File: src/rtl/rc_wake_ctrl.sv
module rc_wake_ctrl #(
  parameter int WAKE_CYC = 150000,
  parameter int HOLD_CYC = 10000000
) (
  input  logic        clk,
  input  logic        rst_n,
  input  logic        code_valid,
  input  logic [12:0] code,
  input  logic        host_pwr,
  input  logic        ir_level,
  output logic        wake_oe,
  output logic        ir_pass,
  output logic [1:0]  mode_o
);
  localparam int MAXC = (WAKE_CYC > HOLD_CYC) ? WAKE_CYC : HOLD_CYC;
  localparam int CW   = $clog2(MAXC + 1);
  localparam logic [1:0] M_OFF = 2'd0, M_START = 2'd1, M_ON = 2'd2;

  logic [1:0]    mode_q;
  logic          wake_q;
  logic [CW-1:0] cnt_q;
  logic [12:0]   last_q;

  wire fresh  = code_valid && (code != last_q);
  wire is_pwr = code[12] && (code[10:8] == 3'b111) && (code[7:0] == 8'hBD);

  always_ff @(posedge clk) begin
    if (!rst_n) begin
      mode_q <= M_OFF;
      wake_q <= 1'b0;
      cnt_q  <= '0;
      last_q <= '0;
    end else begin
      case (mode_q)
        M_OFF: begin
          if (wake_q) begin
            if (host_pwr || cnt_q == CW'(WAKE_CYC - 1)) begin
              wake_q <= 1'b0;
              mode_q <= M_START;
              cnt_q  <= CW'(HOLD_CYC);
            end else begin
              cnt_q <= cnt_q + 1'b1;
            end
          end else if (host_pwr) begin
            mode_q <= M_ON;
            last_q <= '0;
          end else if (fresh) begin
            last_q <= code;
            if (is_pwr) begin
              wake_q <= 1'b1;
              cnt_q  <= '0;
            end
          end
        end
        M_START: begin
          if (cnt_q != '0) begin
            cnt_q <= cnt_q - 1'b1;
          end else if (!host_pwr) begin
            mode_q <= M_OFF;
            last_q <= '0;
          end else if (fresh) begin
            mode_q <= M_ON;
            last_q <= '0;
          end
        end
        M_ON: begin
          if (!host_pwr) begin
            mode_q <= M_OFF;
            last_q <= '0;
          end
        end
        default: mode_q <= M_OFF;
      endcase
    end
  end

  assign wake_oe = wake_q;
  assign ir_pass = (mode_q == M_ON) && ir_level;
  assign mode_o  = mode_q;
endmodule

File: config.mk
export PLATFORM = sky130hd
export DESIGN_NAME = rc_wake_ctrl
export DESIGN_NICKNAME = d
export VERILOG_FILES = /design/src/rtl/rc_wake_ctrl.sv
export SDC_FILE = /design/constraint.sdc
export NUM_CORES = 1
export LEC_CHECK = 0
export ABC_AREA = 0
export BUFFER_PORTS_ARGS = -buffer_cell sky130_fd_sc_hd__buf_2
export CAP_MARGIN = 5
export CORE_UTILIZATION = 35
export DETAILED_ROUTE_END_ITERATION = 8
export PLACE_DENSITY_LB_ADDON = 0.25
export SKIP_CTS_REPAIR_TIMING = 1
export SYNTH_ARGS = -nofsm -noshare
export SYNTH_HDL_FRONTEND = slang
export SYNTH_SLANG_ARGS = --single-unit
File: constraint.sdc
create_clock -name clk -period 3 [get_ports clk]
set_input_delay 0.15 -clock clk [delete_from_list [all_inputs] [get_ports clk]]
set_output_delay 0.15 -clock clk [all_outputs]
set_load 0.1 [all_outputs]
; ---- Word level (Yosys, flattened, before mapping)
; Index checks and enable logic that the tools add are counted.
[word_totals]
reg_bits = 40
latchBits = 0
ram_bits = 0
rom_bits = 0
inputBits = 18
out_inout_bits = 4
word_cells = 63
memories = 0
[op_classes]
add_sub_neg = 2
multipliers = 0
n_div = 0
n_lt_le_gt_ge = 0
n_eq_ne = 17
n_shift = 0
n_mux = 28
n_bitwise = 0
n_reduce_logical = 12
[ops]
columns = operator, n
row1 = 24-bit two-way mux, 6
row2 = 13-bit two-way mux, 7
row3 = 24-bit one-hot mux with 2 select lines, 1
row4 = 13-bit one-hot mux with 3 select lines, 1
row5 = 24-bit by 1-bit adder with 24-bit output (second input constant), 1
row6 = 24-bit by 18-bit equality test with 1-bit output (second input constant), 1
row7 = 24-bit nonzero test, 1
row8 = 24-bit by 1-bit subtractor with 24-bit output (second input constant), 1
row9 = 3-bit inequality test (second input constant), 7
row10 = 2-bit two-way mux, 7
row11 = 13-bit inequality test, 1
row12 = 5-bit AND reduction, 2
row13 = 8-bit equality test (second input constant), 1
row14 = 2-bit inequality test (second input constant), 4
row15 = 2-bit one-hot mux with 3 select lines, 1
row16 = 6-bit AND reduction, 1
row17 = 1-bit two-way mux, 5
row18 = 1-bit logical AND, 4
row19 = 3-bit equality test (second input constant), 1
row20 = 3-bit nonzero test, 1
row21 = 2-bit by 1-bit equality test with 1-bit output (second input constant), 1
row22 = 2-bit equality test (second input constant), 1
row23 = 2-bit zero test, 1
row24 = 2-bit nonzero test, 1
row25 = 1-bit logical OR, 1

; ---- Logic depth before layout (Yosys ltp)
; Gate-level depths: netlist of run 1.
[depth]
ltp_word = 8
depth_mapped = 10
depth_no_buf = 8

; ---- Worst setup path before layout of run 1
; No wires, ideal clock.
[synth_timing]
path_type = register to register
from = register mode_q[1], in the netlist mode_o[1]
to = register cnt_q[3]
setup_ps = 71
arrival_time_ps = 2767
path_slack_ps = 162
stages_incl_launch_ff = 10
path_buffers = 1
synth_period_minus_slack_ps = 2838
cell_sequence = dfxtp_1 > inv_1 > ha_1 > nand2b_1 > clkbuf_1 > nor2_1 > a21boi_2 > a22oi_1 > or3_1 > a21oi_1
[synth_via]
elab_chain_len = 3
[synth_lines]
columns = element, line
row1 = start: declaration, 19  ; logic [1:0] mode_q;
row2 = start signal: assignment, 29  ; mode_q <= M_OFF;
row3 = start signal: assignment, 39  ; mode_q <= M_START;
row4 = start signal: assignment, 45  ; mode_q <= M_ON;
row5 = 2-bit by 1-bit equality test with 1-bit output or 2-bit zero test (tied branches), 34  ; case (mode_q)
row6 = 2-bit inequality test (no line) (tied with other cells), --
row7 = 5-bit AND reduction (no line), --
row8 = end signal: assignment, 40  ; cnt_q <= CW'(HOLD_CYC);
row9 = end signal: assignment, 42  ; cnt_q <= cnt_q + 1'b1;
row10 = end signal: assignment, 57  ; cnt_q <= cnt_q - 1'b1;
row11 = end: declaration, 21  ; logic [CW-1:0] cnt_q;
; Parallel ways exist; a longest one is shown, timed or not.
; A chain may end at the register's enable or synchronous reset.

; ---- Worst setup path in the final report of run 1
; Ends and elaborated chain as after synthesis.

==> key figures, run 1 <==
Run status
  – Outcome: complete, no violations

Hold path
  – Hold Path Stages: 3
  – Min-delay src: code[11]
  – Worst hold path class: primary input to flop
  – Worst Hold Path EP: last_q[11]$_SDFFE_PN0P_

Setup path
  – Critical Path AT: 2740 ps
  – Worst setup path class: flop to flop
  – Crit Path Max Fanout: 10
  – R2r setup slk: 490 ps
  – Req. time, crit path: 3230 ps
  – CP Launch Type: flop
  – Worst Reg-to-Reg Cells: 8
  – Worst r2r src: mode_o[1]$_SDFFE_PN0P_
  – R2R Path End: cnt_q[3]$_SDFFE_PN0P_
  – Critical Path End Type: flop

Placed design
  – Final HPWL from detailed placement: 6.54 mm
  – RePlAce Congestion: 0.884
  – IO buf count: 21

Die
  – Initial core utilization: 36.2%
  – Die Y: 97.2 microns
  – Core Area: 8760 sq um
  – Die area: 9450 sq um
  – Boundary Pins: 22
  – Placement row count: 34
  – Die X-Extent: 97.2 microns

Timing
  – Unrepaired setup endpoints after global routing: false
  – Final TNS setup: 0 ps
  – Tcrit/Tclk final: 83.7%
  – Max Slew Vio Count: 0
  – Clock skew: 11.9 ps
  – FMAX: 398 MHz
  – Max_slew headroom: 46.8%
  – Final min period: 2510 ps
  – # setup viols final: 0
  – Actual slew at the worst max-slew pin: 793 ps
  – Final hold vios: 0

Power
  – Reg power frac: 51.4%
  – Internal: 0.763 mW
  – Pwr/cell area: 316 nW/um^2
  – Leakage power: 1.27 nW
  – Logic pwr share: 15.5%
  – Sw Pwr: 0.312 mW
  – Clock power frac: 33.1%
  – IR Drop Worst-Case VDD: 0.139 mV
  – Sw Share: 29.0%

Clock network
  – CTS tree: done
  – CTS buffer count: 5
  – CTS Root Cell: clkbuf_8
  – # clock sinks: 40
  – Worst-path clk slew: 80 ps
  – H-tree levels: 2
  – Worst-Skew Late Latency: 300 ps
  – Max Root-Sink Buffers: 2

Routing
  – Initial drt markers: 384
  – Wire per inst: 17.5 microns
  – Post-Route WL: 9.26 mm
  – Drt pass-1 iters: 5
  – Routed Antenna Nets: 0
  – DR vias/cell: 6.01
  – DRC: 0
  – Routed vias: 3,173

Logic synthesis
  – Synthesized Nets: 436
  – Ys flop type: dfxtp_1
  – Register bit total from synthesis: 40
  – Synth unique cells: 64
  – Syn_area_per_cell: 7.70 sq um
  – Async SR Flop Fraction: 0%
  – Number of flops mapped to enable cells by yosys: 0
  – Yosys warns: 0
  – Sequential-to-total area share from yosys stat: 25.2%
  – Post-Syn Area: 3170 sq um
  – Cells after Synth: 412

Global route
  – GRT Overall Usage: 20.0%
  – Global-route wire length before repair: 15.4 mm
  – Met3 usage: 3.96%
  – Total gr overflow: 0
  – Largest net degree at the start of global routing: 28
  – GR peak layer: met2
  – Met1 Use GR: 29.4%
  – Met2 GRT Util: 29.9%
  – Vias in the first global route: 2,905
  – Initial antenna violation count: 0

Finish
  – Antenna cells: 0
  – Most common cell after layout, fill and taps aside: nand2_1
  – Layout cells sized above 1: 13.6%
  – Core Util, Final: 38.8%
  – Commonest cells after routing, fill and taps aside: nand2_1 (52), dfxtp_1 (40), nor2_1 (27), a21oi_1 (25), o21ai_0 (22)
  – Synthesis-to-layout area growth: 7.18%
  – Fin nets: 444

Job
  – MaxCap Viol Count: 0
## logic make-up after synthesis
kind of cell | Yosys count | share of synthesized area, %
AOI/OAI and AO/OA | 109 | 23.6
xor gates and xnor gates | 26 | 7.18
adders and majority gates | 6 | 2.37
buffers and inverters | 41 | 6.98
DFF | 40 | 25.2
muxes | 15 | 4.73
and+or+nand+nor | 175 | 29.9
## critical path, cell delays in order (launching register included)
cell and delay [ps]:
dfxtp_1 350, inv_1 80, ha_1 190, nand2b_1 360, nor2_1 320, a21boi_2 520, a22oi_1 170, or3_1 340
a21oi_1 120
## flip-flops by register name (all words and copies together) (netlist names)
signal   flops
cnt_q       24
last_q      13
mode_o       2
wake_oe      1
## cell usage after synthesis, drive strengths merged, types with 4 or more instances
library cell | count | share of area [%]
xnor2 | 7 | 1.9
a32o | 6 | 1.9
ha | 6 | 2.4
o22ai | 9 | 1.8
mux2i | 15 | 4.7
a31oi | 4 | 0.79
clkbuf | 20 | 3.0
nand4b | 6 | 1.9
a21oi | 26 | 4.2
nor4 | 10 | 3.6
and4 | 4 | 1.1
nand2 | 52 | 6.2
xor2 | 19 | 5.2
inv | 5 | 0.59
nand4 | 10 | 2.0
nand2b | 7 | 1.4
o21ai | 26 | 4.1
nand3 | 16 | 2.5
or3 | 4 | 0.79
nor2 | 27 | 3.2
dfxtp | 40 | 25
nor3 | 21 | 3.3
buf | 13 | 2.8
a211oi | 7 | 1.7
and3 | 6 | 1.2
## stage by stage
step	cell area, sq um	setup WS (ps)	hold slack [ps]	std cells	power [mW]
global placement	3320	579	417	521	0.730
finish	3400	490	111	528	1.08
global route	3400	292	128	528	1.12
CTS	3400	483	105	528	1.09
floorplan	3170	162	289	412	0.689
detailed placement	3320	508	420	521	0.732
## worst max-delay path by stage
stage | slack (ps) | from | end
final | 490 | mode_o[1]$_SDFFE_PN0P_ | cnt_q[3]$_SDFFE_PN0P_
after global placement | 580 | mode_o[1]$_SDFFE_PN0P_ | cnt_q[13]$_SDFFE_PN0P_
after detailed placement | 510 | mode_o[1]$_SDFFE_PN0P_ | cnt_q[11]$_SDFFE_PN0P_
after global routing | 290 | last_q[6]$_SDFFE_PN0P_ | cnt_q[14]$_SDFFE_PN0P_
after CTS | 480 | mode_o[1]$_SDFFE_PN0P_ | cnt_q[14]$_SDFFE_PN0P_
after floorplan | 160 | mode_o[1]$_SDFFE_PN0P_ | cnt_q[3]$_SDFFE_PN0P_
## final cells by class
class | instances | area [sq um]
clock buffer | 6 | 72.6
timing repair buffer | 35 | 210
clock inverter | 1 | 5.00
fill | 914 | 5360
tap | 108 | 135
sequential | 40 | 801
inverter | 7 | 26.3
multi-input combinational | 331 | 2150
## layer usage
| metal | wire length, microns | vias to the layer above | part of all wire [%] |
|---|---|---|---|
| met4 | 97 | 0 | 1.0 |
| met5 | 0 | - | 0 |
| met2 | 3870 | 164 | 42 |
| met3 | 801 | 11 | 8.7 |
| met1 | 4490 | 1462 | 48 |
| li1 | - | 1536 | - |
## power by group through the flow
stage / clock network (mW) / registers [mW] / logic, mW
after CTS: 0.367 / 0.553 / 0.168
after detailed placement: 0 / 0.565 / 0.167
after global placement: 0 / 0.565 / 0.166
after global routing: 0.380 / 0.555 / 0.184
after floorplan: 0 / 0.578 / 0.111
final: 0.355 / 0.553 / 0.167
No activity file was read; power rests on OpenSTA's default activity.
==> run 2, diff against run 1 <==
clock period = 2.5 ns   (was 3 ns; I/O delays follow)
==> key figures, run 2 (synthesized netlist as in run 1, its figures left out) <==
Finish
  – Max reg flops: 24
  – Non-Filler Instances: 543
  – Commonest cells after routing, fill and taps aside: nand2_1 (52), dfxtp_1 (38), nor2_1 (27), buf_4 (27), a21oi_1 (25)
  – Layout cells sized above 1: 17.7%
  – Top reg by flops: cnt_q
  – Filler Cell Count: 925
  – Most common cell after layout, fill and taps aside: nand2_1
  – Synthesis-to-layout area growth: 12.5%
  – Fin nets: 458
  – Antenna cells: 0

Clock network
  – CTS Root Cell: clkbuf_8
  – Worst-Skew Late Latency: 300 ps
  – Max Root-Sink Buffers: 2
  – Worst-path clk slew: 90 ps
  – # clock sinks: 40
  – H-tree levels: 2
  – CTS buffer count: 5
  – CTS tree: done

Power
  – Leakage power: 1.35 nW
  – Pwr/cell area: 396 nW/um^2
  – IR Drop Worst-Case VDD: 0.199 mV

Timing
  – Max Slew Vio Count: 0
  – Final hold vios: 0
  – # setup viols final: 0
  – FMAX: 426 MHz
  – Final TNS setup: 0 ps
  – Setup ws final: 155 ps
  – Final min period: 2340 ps
  – Actual slew at the worst max-slew pin: 670 ps
  – Clock skew: 8.56 ps
  – Tcrit/Tclk final: 93.8%
  – Max_slew headroom: 55.1%
  – Unrepaired setup endpoints after global routing: false

Global route
  – Largest net degree at the start of global routing: 28
  – Global-route wire length before repair: 15.2 mm
  – Vias in the first global route: 2,971
  – Initial antenna violation count: 0
  – GRT Overall Usage: 19.9%
  – Total gr overflow: 0

Setup path
  – CP max stage cell: o2bb2ai_2
  – Critical Path End Type: flop
  – Req. time, crit path: 2690 ps
  – Worst setup path class: flop to flop
  – Critical path's top delay family: compound AO/OA/AOI/OAI gates
  – CP Cell Sequence: xor2_1 -> nor4_1 -> buf_4 -> a41oi_4 -> o2bb2ai_2 -> nor2_1 -> a32o_1
  – Critical Path AT: 2530 ps
  – CP bufs+invs: 1
  – Crit Path Max Fanout: 14
  – Max incr delay on CP: 580 ps
  – CP Launch Type: flop

Routing
  – Initial drt markers: 256
  – Routed Antenna Nets: 0
  – Wire per inst: 17.3 microns
  – DR vias/cell: 5.95
  – Post-Route WL: 9.40 mm
  – Routed vias: 3,231
  – DRC: 0
  – Drt pass-1 iters: 5

Die
  – Die X-Extent: 97.2 microns
  – Core Area: 8760 sq um
  – Placement row count: 34
  – Initial core utilization: 36.2%
  – Die Y: 97.2 microns
  – Boundary Pins: 22
  – Die area: 9450 sq um

Hold path
  – Worst hold path class: primary input to flop

Placed design
  – RePlAce Congestion: 0.911
  – DP Cell Count: 534
  – Post-Place Setup Slack: 98.8 ps
  – IO buf count: 21
  – Final HPWL from detailed placement: 6.72 mm

Run status
  – Outcome: complete, no violations

Job
  – MaxCap Viol Count: 0
==> run 2: report_power, final <==
group | leakage [nW] | internal [mW] | switching (mW)
sequential | 0.324 | 0.653 | 0.0107
combinational | 0.976 | 0.0763 | 0.128
clock | 0.0541 | 0.296 | 0.250
total | 1.35 | 1.03 | 0.388
==> run 2: worst paths after layout <==
kind / endpoint / from / cells after the start / slack [ps]
max: cnt_q[14]$_SDFFE_PN0P_ / last_q[12]$_SDFFE_PN0P_ / 7 / 160
min: last_q[11]$_SDFFE_PN0P_ / code[11] / 3 / 80
max reg2reg: cnt_q[14]$_SDFFE_PN0P_ / last_q[12]$_SDFFE_PN0P_ / 7 / 160
min reg2reg: last_q[5]$_SDFFE_PN0P_ / last_q[5]$_SDFFE_PN0P_ / 2 / 480
==> run 2: layer usage <==
metal  vias up  wire length (microns)  share of wire, %  GRT usage [%]
met5         -                      0                 0              0
met4         0                     92              0.98           4.98
li1       1562                      -                 -              -
met1      1540                   4440                47           27.3
met2       119                   4320                46           32.7
met3        10                    540               5.7           2.95
==> run 2: per-stage QoR <==
| stage | cell area (sq um) | hold slack (ps) | total power [mW] | util [%] |
|---|---|---|---|---|
| global placement | 3440 | 391 | 0.882 | 39.2 |
| detailed placement | 3440 | 404 | 0.883 | 39.2 |
| CTS | 3550 | 78.5 | 1.43 | 40.5 |
| finish | 3570 | 82.6 | 1.41 | 40.7 |
| global route | 3570 | 68.7 | 1.48 | 40.7 |
| floorplan | 3180 | 264 | 0.827 | - |
==> run 2: area by class of cell <==
| cell class | instances | area [sq um] | area share (%) |
|---|---|---|---|
| well taps | 108 | 135 | 3.79 |
| clock inverters | 3 | 42.5 | 1.19 |
| multi-input cells | 331 | 2160 | 60.7 |
| flip-flops and latches | 40 | 803 | 22.5 |
| inverters | 7 | 26.3 | 0.736 |
| repair buffers | 49 | 328 | 9.19 |
| clock buffers | 5 | 68.8 | 1.93 |
==> run 2: tightest hold or removal path, cell delays in order <==
cell and delay (ps):
buf_2 110, nand2_1 50, mux2i_1 50
